File: src/rtl/brpwm_pkg.sv
// Package: shared widths and defaults for the bit-reversed density modulator.
// Assumes the code width is also the sweep counter width (full power-of-two sweep).
package brpwm_pkg;
    localparam int unsigned BRP_CODE_W     = 16;
    localparam int unsigned BRP_TMR_W      = 16;
    localparam int unsigned BRP_DEF_RELOAD = 1024;
endpackage

File: src/rtl/brpwm_sweep_counter.sv
// Module: free-running sweep counter with a bit-reversed view.
// What it does: counts every clock through all 2^CNT_W codes and exposes the
//   counter with its bit order reversed (pure rewiring, no logic).
// Assumes: synchronous active-low reset; the counter width equals the code width.
module brpwm_sweep_counter #(
    parameter int unsigned CNT_W = 16
) (
    input  logic             clk,
    input  logic             rst_n,
    output logic [CNT_W-1:0] count_rev
);
    localparam logic [CNT_W-1:0] CNT_ONE = CNT_W'(1);

    logic [CNT_W-1:0] count_q;

    // Advance the sweep by one code every clock, wrapping naturally.
    always_ff @(posedge clk) begin
        if (!rst_n) begin
            count_q <= '0;
        end else begin
            count_q <= count_q + CNT_ONE;
        end
    end

    // Reverse the bit order: bit k of the output is bit CNT_W-1-k of the counter.
    for (genvar k = 0; k < CNT_W; k++) begin : g_rev
        assign count_rev[k] = count_q[CNT_W-1-k];
    end

    // the counter steps by exactly one on each edge after reset.
    assert_sweep_step_R2: assert property (@(posedge clk) disable iff (!rst_n)
        $past(rst_n) |-> (count_q == $past(count_q) + CNT_ONE));
endmodule

File: src/rtl/brpwm_rate_timer.sv
// Module: sample-rate count-down timer.
// What it does: counts down once per clock and raises a one-clock load strobe
//   after the count has been 1; on the edge ending the strobe it reloads.
// Assumes: reload_value >= 1 and DEFAULT_RELOAD >= 1; not linked to the sweep.
module brpwm_rate_timer #(
    parameter int unsigned         TMR_W          = 16,
    parameter logic [TMR_W-1:0]    DEFAULT_RELOAD = TMR_W'(1024)
) (
    input  logic             clk,
    input  logic             rst_n,
    input  logic [TMR_W-1:0] reload_value,
    output logic             load_strobe
);
    localparam logic [TMR_W-1:0] TMR_ONE = TMR_W'(1);

    logic [TMR_W-1:0] tmr_q;

    // Raise the strobe for one clock when the count has reached one.
    always_ff @(posedge clk) begin
        if (!rst_n) begin
            load_strobe <= 1'b0;
        end else begin
            load_strobe <= (tmr_q == TMR_ONE);
        end
    end

    // Count down each clock; reload right after the strobe clock.
    always_ff @(posedge clk) begin
        if (!rst_n) begin
            tmr_q <= DEFAULT_RELOAD;
        end else if (load_strobe) begin
            tmr_q <= reload_value;
        end else begin
            tmr_q <= tmr_q - TMR_ONE;
        end
    end

    // the strobe never lasts more than one clock.
    assert_strobe_pulse_R7: assert property (@(posedge clk) disable iff (!rst_n)
        load_strobe |=> !load_strobe);

    // the interval after a strobe starts from the reload input seen at that edge.
    assert_reload_taken_R8: assert property (@(posedge clk) disable iff (!rst_n)
        load_strobe |=> (tmr_q == $past(reload_value)));
endmodule

File: src/rtl/brpwm_density_cmp.sv
// Module: held sample register and registered density comparator.
// What it does: keeps the current sample, replaces it on the load strobe, and
//   drives the pin high when the reversed sweep code is strictly below it.
// Assumes: count_rev visits every code once per sweep; RESET_CODE is midscale.
module brpwm_density_cmp #(
    parameter int unsigned       CODE_W     = 16,
    parameter logic [CODE_W-1:0] RESET_CODE = {1'b1, {(CODE_W-1){1'b0}}}
) (
    input  logic              clk,
    input  logic              rst_n,
    input  logic              load_strobe,
    input  logic [CODE_W-1:0] next_sample,
    input  logic [CODE_W-1:0] count_rev,
    output logic              pdm_out
);
    logic [CODE_W-1:0] held_q;

    // Take a new sample only on the clock after the strobe.
    always_ff @(posedge clk) begin
        if (!rst_n) begin
            held_q <= RESET_CODE;
        end else if (load_strobe) begin
            held_q <= next_sample;
        end
    end

    // Register the density decision every clock.
    always_ff @(posedge clk) begin
        if (!rst_n) begin
            pdm_out <= 1'b0;
        end else begin
            pdm_out <= (count_rev < held_q);
        end
    end

    // a strobe hands the next-sample input to the held register.
    assert_load_take_R5: assert property (@(posedge clk) disable iff (!rst_n)
        load_strobe |=> (held_q == $past(next_sample)));

    // without a strobe the held sample stays put.
    assert_load_hold_R5: assert property (@(posedge clk) disable iff (!rst_n)
        !load_strobe |=> $stable(held_q));

    // a zero sample keeps the pin low.
    assert_zero_dark_R3: assert property (@(posedge clk) disable iff (!rst_n)
        (held_q == '0) |=> !pdm_out);

    // a full-scale sample keeps the pin high except at the top code.
    assert_full_lit_R3: assert property (@(posedge clk) disable iff (!rst_n)
        ((held_q == '1) && (count_rev != '1)) |=> pdm_out);
endmodule

File: src/rtl/brpwm_audio_mod.sv
// Module: bit-reversed density modulator, top level.
// What it does: ties the sweep counter, the sample-rate timer and the
//   comparator together; the timer and sweep run independently.
// Assumes: synchronous active-low reset; reload_value >= 1.
module brpwm_audio_mod
    import brpwm_pkg::*;
#(
    parameter int unsigned      CODE_W         = BRP_CODE_W,
    parameter int unsigned      TMR_W          = BRP_TMR_W,
    parameter logic [TMR_W-1:0] DEFAULT_RELOAD = TMR_W'(BRP_DEF_RELOAD)
) (
    input  logic              clk,
    input  logic              rst_n,
    input  logic [CODE_W-1:0] next_sample,
    input  logic [TMR_W-1:0]  reload_value,
    output logic              pdm_out,
    output logic              load_strobe
);
    localparam logic [CODE_W-1:0] MID_CODE = {1'b1, {(CODE_W-1){1'b0}}};

    logic [CODE_W-1:0] sweep_rev;

    brpwm_sweep_counter #(
        .CNT_W (CODE_W)
    ) u_sweep (
        .clk       (clk),
        .rst_n     (rst_n),
        .count_rev (sweep_rev)
    );

    brpwm_rate_timer #(
        .TMR_W          (TMR_W),
        .DEFAULT_RELOAD (DEFAULT_RELOAD)
    ) u_timer (
        .clk          (clk),
        .rst_n        (rst_n),
        .reload_value (reload_value),
        .load_strobe  (load_strobe)
    );

    brpwm_density_cmp #(
        .CODE_W     (CODE_W),
        .RESET_CODE (MID_CODE)
    ) u_cmp (
        .clk         (clk),
        .rst_n       (rst_n),
        .load_strobe (load_strobe),
        .next_sample (next_sample),
        .count_rev   (sweep_rev),
        .pdm_out     (pdm_out)
    );
endmodule

File: config.mk
export PLATFORM = sky130hd
export DESIGN_NAME = brpwm_audio_mod
export DESIGN_NICKNAME = d
export VERILOG_FILES = /design/src/rtl/brpwm_pkg.sv /design/src/rtl/brpwm_sweep_counter.sv /design/src/rtl/brpwm_rate_timer.sv /design/src/rtl/brpwm_density_cmp.sv /design/src/rtl/brpwm_audio_mod.sv
export SDC_FILE = /design/constraint.sdc
export NUM_CORES = 1
export LEC_CHECK = 0
export ABC_AREA = 1
export BUFFER_PORTS_ARGS = -buffer_cell sky130_fd_sc_hd__buf_4
export CAP_MARGIN = 20
export CORE_ASPECT_RATIO = 0.8
export CORE_UTILIZATION = 57
export DETAILED_ROUTE_END_ITERATION = 8
export PLACE_DENSITY = 0.79
export SLEW_MARGIN = 20
export SYNTH_ARGS = -nofsm -noshare
export SYNTH_HDL_FRONTEND = slang
export SYNTH_HIERARCHICAL = 1
export SYNTH_SLANG_ARGS = --single-unit
File: constraint.sdc
create_clock -name clk -period 1.6 [get_ports clk]
set_input_delay 0.24 -clock clk [delete_from_list [all_inputs] [get_ports clk]]
set_output_delay 0.24 -clock clk [all_outputs]
set_load 0.03 [all_outputs]
Yosys cells after proc, flatten, opt, wreduce, memory -nomap -nowiden
Index checks and enable logic that the tools add are counted.
Word-level totals
  word-level logic and storage cells: 10
  output and inout port bits: 2
  input bits: 34
  bits in registers: 50
Operators by class
  magnitude comparators: 1
  equal/unequal tests: 1
  add/sub/neg operators: 2
  mux-type cells: 1
Operator list (count)
  $add A16 B1 Y16 const B: 1
  $eq A16 B1 Y1 const B: 1
  $lt A16 B16 Y1: 1
  $mux W16: 1
  $sub A16 B1 Y16 const B: 1

Longest topological paths before layout
  depth in word-level cells: 2
  mapped depth: 9
  depth with buffers taken out: 9

Hierarchy
The synthesis kept the hierarchy.
By module, submodules not included
  brpwm_rate_timer: cells an instance 165, times used 1, area each 1038.5 µm², seq. area each 340.3 µm²
  brpwm_density_cmp: cells an instance 120, times used 1, area each 938.4 µm², seq. area each 340.3 µm²
  brpwm_sweep_counter: cells an instance 113, times used 1, area each 768.2 µm², seq. area each 320.3 µm²

Worst setup path after synthesis
OpenSTA, ideal clock, no wires.
  path kind: register to register
  from: reg u_timer.load_strobe
  to: reg u_timer.tmr_q[3]
  path slack: 0.382 ns
  required time: 1.526 ns
  path buffers: 2
  library setup time: 0.074 ns
  data arrival time: 1.144 ns
  cell stages (with the launch flop): 5
  period minus slack after synthesis: 1.218 ns
  cell sequence: dfxtp_1 -> inv_1 -> buf_2 -> buf_6 -> a31oi_1
Between the ends
  cells in the longest elaborated chain, start to end: 1
RTL lines
  start, declared: RTL line brpwm_rate_timer.sv:12  | output logic load_strobe
  start signal, assigned: RTL line brpwm_rate_timer.sv:23  | load_strobe <= (tmr_q == TMR_ONE);
  $mux W16: RTL line brpwm_rate_timer.sv:31  | end else if (load_strobe) begin
  end signal, assigned: RTL line brpwm_rate_timer.sv:32  | tmr_q <= reload_value;
  end signal, assigned: RTL line brpwm_rate_timer.sv:34  | tmr_q <= tmr_q - TMR_ONE;
  end, declared: RTL line brpwm_rate_timer.sv:16  | logic [TMR_W-1:0] tmr_q;
Every way passes these cells.
A chain may end at the register's enable or synchronous reset.

Worst setup path in the final report
  from: reg u_sweep.count_q[10]
  to: reg u_cmp.pdm_out
Between the ends
  cells in the longest elaborated chain, start to end: 1
RTL lines
  start, declared: RTL line brpwm_sweep_counter.sv:14  | logic [CNT_W-1:0] count_q;
  start signal, assigned: RTL line brpwm_sweep_counter.sv:21  | count_q <= count_q + CNT_ONE;
  $lt A16 B16 Y1: RTL line brpwm_density_cmp.sv:32  | pdm_out <= (count_rev < held_q);
  end signal, assigned: RTL line brpwm_density_cmp.sv:32
  end, declared: RTL line brpwm_density_cmp.sv:14  | output logic pdm_out
Every way passes these cells.

==> flow_summary.ini <==
[run_status]
outcome = completed

[drt]
remaining_drc_errors = 0
vias = 2504
wl_per_cell_um = 11.3
drt-total-wl_um = 5590
dr.first_iter.drc_count = 138
avgViaCountPerCell = 5.06
antenna_left = 0
firstDrtPassIters = 5

[clock_network]
cts.sinks = 50
cts_max_level = 2
ctsResizeCount = 0
post_cts_buffers = 0
root_buffer = clkbuf_8
cts_tree = built
clk_pin_slew_ns = 0.09
insertion_delay_ns = 0.30
clockBufferDepth = 2
cts_hold_buf = 0
cts_buffers = 5

[placed_design]
place_congestion = 0.882
port-buffer-count = 35
hpwl_um = 4220
dp_cells = 487

[power]
switching_share = 0.310
power.density_mw_per_mm2 = 949
switchingPower_mw = 0.927
p_leak_nw = 1.52
p_seq_frac = 0.473
vdd_drop_max_v = 0.000653
p_clk_frac = 0.293
comb_power_share = 0.234
internal_power_mw = 2.06
p_total_mw = 2.99

[min_path]
holdPathEnd = u_timer/tmr_q[10]
hp-class = input port to flip-flop
min-delay-start = reload_value[10]
hold_depth = 3

[floorplanning]
io_pins = 36
row_count = 22
die-width_um = 79.6
coreArea_mm2 = 0.00460
die_y_um = 64.1
start_util = 0.597
dieArea_mm2 = 0.00510

[cells_and_area]
fill_cells = 425
final_cell_mix = 80 x nand2_1, 63 x nor2_1, 55 x inv_1
fin_cells = 495
area_growth_pct = 14.8
antenna_cells = 0
drive_gt1_frac = 0.149
final_common_cell = nand2_1
finalNetCount = 486

[sta]
fin_setup_tns_ns = 0
skew_ns = 0.00887
drv_slew = 0
tightest_slew_ns = 0.423
timing.fmax_mhz = 735
setup_viol = 0
fin_crit_ns = 1.36
rsz0062_at_grt = false
maxSlewHeadroom = 0.718
min_period_over_period = 0.851
finalHoldViolCount = 0

[critical_path]
rrSetupSlack_ns = 0.24
slowest_stage = dfxtp_1
rr_startpoint = u_sweep/count_q[10]
crit_family = simple AND/OR/NAND/NOR gates
path_cells = ha_1, a21oi_1, nor2_1, nor3_1, nand2_1, a21oi_1
crit_path_start = u_sweep/count_q[10]
cp-start-kind = flip-flop
r2r_cells = 6
required_ns = 1.84
path_class = flip-flop to flip-flop
crit_fanout = 4
crit_buf_inv = 0
worst_path_most_repeated_cell = a21oi_1
max_stage_delay_ns = 0.35
crit_arrival_ns = 1.60
end_kind = flip-flop
r2r-end = u_cmp/pdm_out

[synth]
syn-num-nets = 450
netlist_area_mm2 = 0.00275
synth_cell_types = 30
ys_ff_latch = 50
syn_inst = 398
yosys_warnings = 6
synth_top_area_frac = 0.365
synth_area_leaders = dfxtp_1 36%, nand2_1 11%, nor2_1 8.6%, ha_1 8.2%, inv_1 7.5%
seq_area_frac_synth = 0.365
syn_avg_cell_area_um2 = 6.90
yosysTopAreaCell = dfxtp_1

[global_routing]
overflow = 0
grt_pass1_wl_um = 9920
grtUsageTotal = 0.250
antenna_found_initial = 0
grt_start_max_net_pins = 39
grt_pass1_vias = 2382

[job]
drv_cap = 0
worst max-delay path by stage:
stage                         to  depth (start not counted)
3_5_place_dp   u_timer/tmr_q[14]                          9
3_3_place_gp       u_cmp/pdm_out                          6
6_report           u_cmp/pdm_out                          6
5_1_grt            u_cmp/pdm_out                          7
2_1_floorplan   u_timer/tmr_q[3]                          4
4_1_cts            u_cmp/pdm_out                          7
flip-flops by register name, indices dropped and copies added (netlist names):
| signal | count |
|---|---|
| u_timer/load_strobe | 1 |
| u_sweep/count_q | 16 |
| u_cmp/pdm_out | 1 |
| u_timer/tmr_q | 16 |
| u_cmp/held_q | 16 |
area by class of cell:
type / count / area, um^2 / area share
tap: 60 / 75.1 / 0.0238
clock buffer: 5 / 68.8 / 0.0218
sequential: 50 / 1000 / 0.318
multi-input combinational: 281 / 1460 / 0.464
inverter: 58 / 218 / 0.0691
timing repair buffer: 38 / 285 / 0.0905
clock inverter: 3 / 40.0 / 0.0127
power groups by stage:
stage | Sequential (mW) | Combinational (mW) | Clock (mW)
floorplan | 1.43 | 0.517 | 0
finish | 1.42 | 0.701 | 0.875
global route | 1.43 | 0.809 | 0.972
CTS | 1.41 | 0.698 | 0.900
detailed placement | 1.44 | 0.696 | 0
global placement | 1.44 | 0.678 | 0
routing by layer:
metal / wire (um) / up-vias / GRT usage
met1: 2840 / 1100 / 0.330
met2: 2370 / 54 / 0.390
li1: - / 1344 / -
met4: 59 / 0 / 0.0773
met3: 319 / 6 / 0.0743
met5: 0 / - / 0
cell usage after synthesis (all sizes together):
library cell	count
o21a	3
xor2	2
buf	8
a211oi	1
inv	58
nand3b	3
nand2	86
nor3	3
dfxtp	50
nand4	4
o21ai	31
a31oi	4
a21oi	31
a21o	1
o211ai	1
nor2	72
nor4	1
clkbuf	1
nand3	17
o21bai	3
ha	18
worst register-to-register path, cell delays in order (launching register included):
cell and delay [ns]:
dfxtp_1 0.35, ha_1 0.31, a21oi_1 0.14, nor2_1 0.05, nor3_1 0.16, nand2_1 0.14
a21oi_1 0.15
kinds of logic (layout without fill, tap and decap cells):
kind of cell	count (synthesis)	count (layout)	share of synthesized area
compound gates	75	75	0.147
xor+xnor	2	2	0.00638
fa+ha+maj	18	18	0.0820
buf+inv	67	104	0.102
flops	50	50	0.365
simple gates	186	186	0.298
through the flow:
step,setup WS [ns],util,hold slack (ns),instance area (um^2)
floorplan,0.382,-,0.364,2750
global placement,0.340,0.662,0.451,3040
detailed placement,0.312,0.662,0.455,3040
CTS,0.262,0.686,0.137,3150
global route,0.148,0.686,0.132,3150
finish,0.239,0.686,0.149,3150
Power figures use the tool's default switching activity.
